<file path="src/rtl/irq_steer_pkg.sv">
package irq_steer_pkg;
  localparam int ID_W   = 10;
  localparam int ADDR_W = 12;
  localparam int DATA_W = 32;
  localparam logic [ID_W-1:0] SPURIOUS_ID = 10'h3FF;

  localparam logic [ADDR_W-1:0] OFS_CTRL       = 12'h000;
  localparam logic [ADDR_W-1:0] OFS_EN_SET     = 12'h030;
  localparam logic [ADDR_W-1:0] OFS_EN_CLR     = 12'h034;
  localparam logic [ADDR_W-1:0] OFS_ACK        = 12'h044;
  localparam logic [ADDR_W-1:0] OFS_MSK_SET    = 12'h048;
  localparam logic [ADDR_W-1:0] OFS_MSK_CLR    = 12'h04C;
  localparam logic [ADDR_W-1:0] OFS_ROUTE_BASE = 12'h100;
endpackage

</file>
<file path="src/rtl/irq_steer_first.sv">
module irq_steer_first
  import irq_steer_pkg::*;
#(
  parameter int WIDTH = 32
) (
  input  logic [WIDTH-1:0] vec,
  output logic             hit,
  output logic [ID_W-1:0]  id
);
  // Scan from the top down so the lowest set bit is the last one written.
  always_comb begin
    hit = 1'b0;
    id  = SPURIOUS_ID;
    for (int i = WIDTH - 1; i >= 0; i--) begin
      if (vec[i]) begin
        hit = 1'b1;
        id  = ID_W'(i);
      end
    end
  end
endmodule

</file>
<file path="src/rtl/irq_steer_global.sv">
module irq_steer_global
  import irq_steer_pkg::*;
#(
  parameter int NUM_SRC  = 32,
  parameter int NUM_CPUS = 4
) (
  input  logic                         clk,
  input  logic                         rst,
  input  logic                         en_set,
  input  logic                         en_clr,
  input  logic [ID_W-1:0]              idx,
  input  logic                         route_we,
  input  logic [ID_W-1:0]              route_idx,
  input  logic [NUM_CPUS-1:0]          route_wdata,
  output logic [NUM_SRC-1:0]           enable_vec,
  output logic [NUM_SRC*NUM_CPUS-1:0]  route_flat,
  output logic [NUM_CPUS-1:0]          route_rd
);
  localparam int SRC_W = (NUM_SRC > 1) ? $clog2(NUM_SRC) : 1;

  logic [NUM_SRC-1:0]  enable_q;
  logic [NUM_CPUS-1:0] route_q [NUM_SRC];
  logic                idx_ok;
  logic                ridx_ok;

  assign idx_ok  = (idx < ID_W'(NUM_SRC));
  assign ridx_ok = (route_idx < ID_W'(NUM_SRC));

  always_ff @(posedge clk) begin
    if (rst) begin
      enable_q <= '0;
    end else if (idx_ok) begin
      if (en_set) enable_q[idx[SRC_W-1:0]] <= 1'b1;
      else if (en_clr) enable_q[idx[SRC_W-1:0]] <= 1'b0;
    end
  end

  always_ff @(posedge clk) begin
    if (rst) begin
      for (int s = 0; s < NUM_SRC; s++) route_q[s] <= '0;
    end else if (route_we && ridx_ok) begin
      route_q[route_idx[SRC_W-1:0]] <= route_wdata;
    end
  end

  for (genvar s = 0; s < NUM_SRC; s++) begin : g_flat
    assign route_flat[s*NUM_CPUS +: NUM_CPUS] = route_q[s];
  end

  assign enable_vec = enable_q;
  assign route_rd   = ridx_ok ? route_q[route_idx[SRC_W-1:0]] : '0;

  a_r2_set_takes: assert property (@(posedge clk) disable iff (rst)
    (en_set && idx_ok) |=> enable_vec[$past(idx[SRC_W-1:0])]);
  a_r2_clr_takes: assert property (@(posedge clk) disable iff (rst)
    (en_clr && !en_set && idx_ok) |=> !enable_vec[$past(idx[SRC_W-1:0])]);
  a_r2_range_ignored: assert property (@(posedge clk) disable iff (rst)
    ((en_set || en_clr) && !idx_ok) |=> $stable(enable_vec));
endmodule

</file>
<file path="src/rtl/irq_steer_cpu.sv">
module irq_steer_cpu
  import irq_steer_pkg::*;
#(
  parameter int               NUM_SRC  = 32,
  parameter logic [NUM_SRC-1:0] PRIV_SRC = '0
) (
  input  logic               clk,
  input  logic               rst,
  input  logic               msk_set,
  input  logic               msk_clr,
  input  logic [ID_W-1:0]    idx,
  input  logic [NUM_SRC-1:0] src_level,
  input  logic [NUM_SRC-1:0] enable_vec,
  input  logic [NUM_SRC-1:0] route_col,
  output logic               irq_o,
  output logic [ID_W-1:0]    ack_id
);
  localparam int SRC_W = (NUM_SRC > 1) ? $clog2(NUM_SRC) : 1;

  logic [NUM_SRC-1:0] mask_q;
  logic [NUM_SRC-1:0] gate;
  logic [NUM_SRC-1:0] deliver;
  logic               irq_q;
  logic               any_hit;
  logic               idx_ok;

  assign idx_ok = (idx < ID_W'(NUM_SRC));

  always_ff @(posedge clk) begin
    if (rst) begin
      mask_q <= '1;
    end else if (idx_ok) begin
      if (msk_set) mask_q[idx[SRC_W-1:0]] <= 1'b1;
      else if (msk_clr) mask_q[idx[SRC_W-1:0]] <= 1'b0;
    end
  end

  // Private sources skip the shared enable and routing gate.
  for (genvar s = 0; s < NUM_SRC; s++) begin : g_gate
    if (PRIV_SRC[s]) begin : g_priv
      assign gate[s] = 1'b1;
    end else begin : g_shared
      assign gate[s] = enable_vec[s] & route_col[s];
    end
  end

  assign deliver = src_level & ~mask_q & gate;

  irq_steer_first #(.WIDTH(NUM_SRC)) u_first (
    .vec (deliver),
    .hit (any_hit),
    .id  (ack_id)
  );

  always_ff @(posedge clk) begin
    if (rst) irq_q <= 1'b0;
    else     irq_q <= any_hit;
  end

  assign irq_o = irq_q;

  a_r7_idle_spurious: assert property (@(posedge clk) disable iff (rst)
    (ack_id == SPURIOUS_ID) |=> !irq_o);
  a_r7_ack_in_range: assert property (@(posedge clk) disable iff (rst)
    (ack_id != SPURIOUS_ID) |-> (ack_id < ID_W'(NUM_SRC)));
  a_r3_masked_not_acked: assert property (@(posedge clk) disable iff (rst)
    (msk_set && idx_ok) |=> (ack_id != $past(idx)));
  a_r10_irq_needs_level: assert property (@(posedge clk) disable iff (rst)
    irq_o |-> $past(|src_level));
endmodule

</file>
<file path="src/rtl/irq_steer_ctrl.sv">
module irq_steer_ctrl
  import irq_steer_pkg::*;
#(
  parameter int                 NUM_CPUS = 4,
  parameter int                 NUM_SRC  = 32,
  parameter logic [NUM_SRC-1:0] PRIV_SRC = NUM_SRC'(32'h0000_0028),
  localparam int                CPU_W    = (NUM_CPUS > 1) ? $clog2(NUM_CPUS) : 1
) (
  input  logic                clk,
  input  logic                rst,
  input  logic                bus_we,
  input  logic                bus_re,
  input  logic [CPU_W-1:0]    bus_cpu,
  input  logic [ADDR_W-1:0]   bus_addr,
  input  logic [DATA_W-1:0]   bus_wdata,
  output logic [DATA_W-1:0]   bus_rdata,
  output logic                bus_rvalid,
  input  logic [NUM_SRC-1:0]  src_level,
  output logic [NUM_CPUS-1:0] irq_out
);
  localparam logic [ADDR_W-1:0] ROUTE_END = OFS_ROUTE_BASE + ADDR_W'(4 * NUM_SRC);

  logic                        wr_en_set, wr_en_clr, wr_msk_set, wr_msk_clr;
  logic                        route_hit, wr_route;
  logic [ID_W-1:0]             wr_idx, route_idx;
  logic [ADDR_W-1:0]           route_ofs;
  logic [NUM_SRC-1:0]          enable_vec;
  logic [NUM_SRC*NUM_CPUS-1:0] route_flat;
  logic [NUM_CPUS-1:0]         route_rd;
  logic [NUM_SRC-1:0]          route_col [NUM_CPUS];
  logic [ID_W-1:0]             ack_all   [NUM_CPUS];
  logic                        cpu_ok;
  logic [DATA_W-1:0]           rd_next, rdata_q;
  logic                        rvalid_q;

  assign wr_idx     = bus_wdata[ID_W-1:0];
  assign wr_en_set  = bus_we && (bus_addr == OFS_EN_SET);
  assign wr_en_clr  = bus_we && (bus_addr == OFS_EN_CLR);
  assign wr_msk_set = bus_we && (bus_addr == OFS_MSK_SET);
  assign wr_msk_clr = bus_we && (bus_addr == OFS_MSK_CLR);
  assign route_hit  = (bus_addr >= OFS_ROUTE_BASE) && (bus_addr < ROUTE_END) &&
                      (bus_addr[1:0] == 2'b00);
  assign wr_route   = bus_we && route_hit;
  assign route_ofs  = bus_addr - OFS_ROUTE_BASE;
  assign route_idx  = ID_W'(route_ofs >> 2);
  assign cpu_ok     = (32'(bus_cpu) < NUM_CPUS);

  irq_steer_global #(.NUM_SRC(NUM_SRC), .NUM_CPUS(NUM_CPUS)) u_global (
    .clk         (clk),
    .rst         (rst),
    .en_set      (wr_en_set),
    .en_clr      (wr_en_clr),
    .idx         (wr_idx),
    .route_we    (wr_route),
    .route_idx   (route_idx),
    .route_wdata (bus_wdata[NUM_CPUS-1:0]),
    .enable_vec  (enable_vec),
    .route_flat  (route_flat),
    .route_rd    (route_rd)
  );

  for (genvar c = 0; c < NUM_CPUS; c++) begin : g_cpu
    for (genvar s = 0; s < NUM_SRC; s++) begin : g_col
      assign route_col[c][s] = route_flat[s*NUM_CPUS + c];
    end

    irq_steer_cpu #(.NUM_SRC(NUM_SRC), .PRIV_SRC(PRIV_SRC)) u_cpu (
      .clk        (clk),
      .rst        (rst),
      .msk_set    (wr_msk_set && (32'(bus_cpu) == c)),
      .msk_clr    (wr_msk_clr && (32'(bus_cpu) == c)),
      .idx        (wr_idx),
      .src_level  (src_level),
      .enable_vec (enable_vec),
      .route_col  (route_col[c]),
      .irq_o      (irq_out[c]),
      .ack_id     (ack_all[c])
    );
  end

  always_comb begin
    rd_next = '0;
    if (bus_addr == OFS_CTRL) begin
      rd_next[11:2] = 10'(NUM_SRC);
    end else if (bus_addr == OFS_ACK) begin
      rd_next[ID_W-1:0] = cpu_ok ? ack_all[bus_cpu] : SPURIOUS_ID;
    end else if (route_hit) begin
      rd_next[NUM_CPUS-1:0] = route_rd;
    end
  end

  always_ff @(posedge clk) begin
    if (rst) begin
      rdata_q  <= '0;
      rvalid_q <= 1'b0;
    end else begin
      rvalid_q <= bus_re;
      if (bus_re) rdata_q <= rd_next;
    end
  end

  assign bus_rdata  = rdata_q;
  assign bus_rvalid = rvalid_q;

  a_r9_read_valid: assert property (@(posedge clk) disable iff (rst)
    bus_re |=> bus_rvalid);
  a_r9_idle_invalid: assert property (@(posedge clk) disable iff (rst)
    !bus_re |=> !bus_rvalid);
  a_r8_ctrl_count: assert property (@(posedge clk) disable iff (rst)
    (bus_re && bus_addr == OFS_CTRL) |=> (bus_rdata[11:2] == 10'(NUM_SRC)));
endmodule

</file>
<file path="config.mk">
export PLATFORM = sky130hd
export DESIGN_NAME = irq_steer_ctrl
export DESIGN_NICKNAME = d
export VERILOG_FILES = /design/src/rtl/irq_steer_pkg.sv /design/src/rtl/irq_steer_first.sv /design/src/rtl/irq_steer_global.sv /design/src/rtl/irq_steer_cpu.sv /design/src/rtl/irq_steer_ctrl.sv
export SDC_FILE = /design/constraint.sdc
export NUM_CORES = 1
export LEC_CHECK = 0
export BUFFER_PORTS_ARGS = -buffer_cell sky130_fd_sc_hd__buf_2
export CELL_PAD_IN_SITES_DETAIL_PLACEMENT = 1
export CELL_PAD_IN_SITES_GLOBAL_PLACEMENT = 2
export CORE_MARGIN = 2
export CORE_UTILIZATION = 39
export CTS_CLUSTER_DIAMETER = 120
export DETAILED_ROUTE_END_ITERATION = 12
export GPL_ROUTABILITY_DRIVEN = 0
export PLACE_DENSITY = 0.89
export SLEW_MARGIN = 20
export SYNTH_ARGS = -nofsm -noshare
export SYNTH_HDL_FRONTEND = slang
export SYNTH_SLANG_ARGS = --single-unit
</file>
<file path="constraint.sdc">
create_clock -name clk -period 3.89 [get_ports clk]
set_input_delay 0.778 -clock clk [delete_from_list [all_inputs] [get_ports clk]]
set_output_delay 0.778 -clock clk [all_outputs]
set_load 0.05 [all_outputs]
</file>
==> key figures <==
Synth
  • Synthesized flop and latch total: 298
  • Main synth FF type: dfxtp_1
  • Number of enable flip-flop cells after synthesis: about 130
  • Post-synth cell types: 73
  • Syn Inst Count: about 1600
  • Ys Warns: 0
  • Mapped cell area: roughly 0.016 mm2
  • Post-synthesis sequential area ratio: 0.456
  • Syn_area_per_cell: 9.70 um2
  • Asr flop ratio synth: 0

Clocking
  • Hold-fix buffers, CTS: 0
  • CTS tree: built
  • Clk root buf: clkbuf_16
  • Cts bufs inserted: 36
  • Clock Sinks: 298
  • Worst-case clock buffer depth: 3
  • Post-cts gate resize count: 0
  • Post-CTS Setup Repair Bufs: 0
  • Skew-Pair Late Insertion Delay: approximately 0.54 ns
  • H-tree depth: 2
  • Clk slew on worst S/H paths: 0.06 ns

Timing
  • RSZ-0062 raised after global routing: false
  • Final Cycle Share: 0.753
  • Final setup fails: 0
  • Slew @ Worst Pin: about 1.1 ns
  • Final Hold Vio Count: 0
  • Setup Skew: 0.0168 ns
  • Total negative setup slack: 0 ns
  • Worst slew margin relative to its limit: 0.282
  • Slew Viols, Final: 0
  • Tmin final: just under 3 ns
  • F_max: 0.342 GHz

Global route
  • First-pass GRT wire length: between 90 and 100 mm
  • Vias in the first global route: 14200
  • Initial antenna violation count: 2
  • Largest net degree at the start of global routing: 120
  • Grt total ovfl: 0
  • Global Route Usage Sum: 0.288

Placed design
  • Port Buffers: 74
  • Cell Count Post-Placement: about 2200
  • DP Wirelength: around 43 mm
  • Post-Place Cell Area: between 0.015 and 0.02 mm2

Routing
  • Avg WL per Cell: 27.8 um
  • Remaining DRCs: 0
  • WL final: between 60 and 70 mm
  • Vias per inst: 6.48
  • DR vias: around 14000
  • Post-DRT Antenna Nets: 0
  • DRT Pass-1 Iters: 5
  • Initial DRC Count: 1602

Setup path
  • Flop-to-flop setup slack: 1.00 ns
  • Crit path max-delay family: simple AND/OR/NAND/NOR gates
  • Worst-path cell chain: buf_2 > nand2_1 > or3_1 > nor2_2 > buf_4 > nand2_1 > a211o_1
  • Reg2reg start: u_global.route_q[10][1]
  • Worst EP arrival: 3.34 ns
  • Setup crit start kind: input pin
  • CP startpoint: bus_addr[3]
  • Critical Path Max Stage Delay: between 0.6 and 0.7 ns
  • Worst path bufs/invs: 2
  • Reg2reg path depth: 7
  • CP Class: input pin to flip-flop
  • CP Max Fanout: 22
  • CP Data Required Time: about 4.3 ns
  • Crit path top cell by count: nand2_1
  • Crit-path slowest cell: or3_1
  • Crit. End Element: flip-flop
  • Worst reg2reg path endpoint: bus_rdata[7]

Hold path
  • Hold crit path type: flip-flop to flip-flop
  • Hold path cells: 1

Power and ir drop
  • PwrDens: around 400 mW/mm2
  • Combinational power share: 0.068
  • Pwr Total: about 0.0072 W
  • Leak: around 6.9 nW
  • Max IR drop VDD: about 0.22 mV
  • Net Sw Power: 0.00174 W
  • Clock share of power: 0.460
  • Internal power: 0.00543 W
  • Reg power frac: 0.472
  • Net Sw Frac: 0.243

Floorplanning
  • Total die area: roughly 0.042 mm2
  • DIE WIDTH: just over 200 um
  • Core box area: ~0.040 mm2
  • Die H: between 200 and 250 um
  • Initial Util: 0.397
  • Core Rows: 73
  • I/O Pins: around 120

Final layout
  • Final Cell Area: 0.0179 mm2
  • Most frequent cells in the layout: nor2_1 (190), nand2_1 (181), dfxtp_1 (170), and3_1 (130), edfxtp_1 (128)
  • Final std cells w/o fill: between 2000 and 2500
  • Commonest non-fill, non-tap cell in the layout: nor2_1
  • NumNets Final: about 1700
  • Share of layout cells above drive strength 1: 0.136
  • Area growth from synthesis to layout: 12.8%

Job
  • Max cap viols: 0

Run status
  • Outcome: complete, no violations
[through the flow]
stage	setup slack [ns]	util	hold WS (ns)
after CTS	1.05	0.448	0.456
after floorplan	0.942	-	0.426
after global placement	0.572	0.420	0.434
after detailed placement	0.516	0.420	0.443
final	0.962	0.448	0.459
after global routing	0.862	0.448	0.475
[logic make-up after synthesis]
group / count (synthesis) / synth area share
buffers and inverters: 161 / 0.0453
flip-flops: 298 / 0.456
multiplexers: 38 / 0.0508
AO/OA/AOI/OAI: 346 / 0.165
other: 1 / 0.000236
AND/OR/NAND/NOR: 796 / 0.283
[worst max-delay path by stage]
stage	to	slack, ns	depth (start not counted)
floorplan	bus_rdata[1]	0.94	9
global placement	bus_rdata[7]	0.57	8
detailed placement	flip-flop	0.52	8
CTS	flip-flop	1.05	8
global route	flip-flop	0.86	8
finish	flip-flop	0.96	7
[routing by layer]
layer,up-vias,global-route usage,part of all wire
li1,6271,-,-
met5,-,0,0.00021
met2,704,0.477,0.47
met4,2,0.125,0.047
met1,7249,0.373,0.40
met3,142,0.0453,0.087
[layout make-up]
cell class	instances	area [um2]
Fill cell	4462	22100
Multi-Input combinational cell	1202	8080
Sequential cell	298	7250
Clock buffer	50	1020
Timing Repair Buffer	117	790
Tap cell	525	657
Clock inverter	14	108
Inverter	9	33.8
Antenna cell	1	2.50
[cell usage after synthesis, types with 6 or more instances]
| cell | instances | area, um2 |
|---|---|---|
| and4b_1 | 32 | 320 |
| a311oi_1 | 32 | 280 |
| mux4_2 | 34 | 766 |
| o21ai_0 | 27 | 135 |
| nor3b_1 | 8 | 60.1 |
| nor2_1 | 195 | 732 |
| a211oi_1 | 9 | 67.6 |
| nand2b_1 | 22 | 138 |
| buf_1 | 15 | 56.3 |
| o211ai_1 | 10 | 75.1 |
| a31oi_1 | 12 | 75.1 |
| a21oi_1 | 50 | 250 |
| edfxtp_1 | 128 | 3840 |
| nor2b_1 | 10 | 62.6 |
| dfxtp_1 | 170 | 3400 |
| a21o_1 | 37 | 278 |
| nor4_1 | 9 | 56.3 |
| nand2_1 | 181 | 679 |
| and3_1 | 130 | 813 |
| nand4_1 | 29 | 181 |
| nand4b_1 | 105 | 920 |
| buf_4 | 29 | 218 |
| nand3b_1 | 7 | 52.6 |
| nand3_1 | 19 | 95.1 |
| inv_1 | 9 | 33.8 |
| clkbuf_1 | 102 | 383 |
| a211o_1 | 126 | 1100 |
| nor3_1 | 14 | 70.1 |
| buf_2 | 6 | 30.0 |
| and2_1 | 6 | 37.5 |
[power by group through the flow]
stage / logic [W] / registers [W] / clock network [W]
3_5_place_dp: 0.000468 / 0.00344 / 0
5_1_grt: 0.000500 / 0.00338 / 0.00345
4_1_cts: 0.000470 / 0.00338 / 0.00333
2_1_floorplan: 0.000290 / 0.00342 / 0
3_3_place_gp: 0.000458 / 0.00344 / 0
6_report: 0.000484 / 0.00338 / 0.00330
Note: power is estimated with default switching activity, not from simulation.
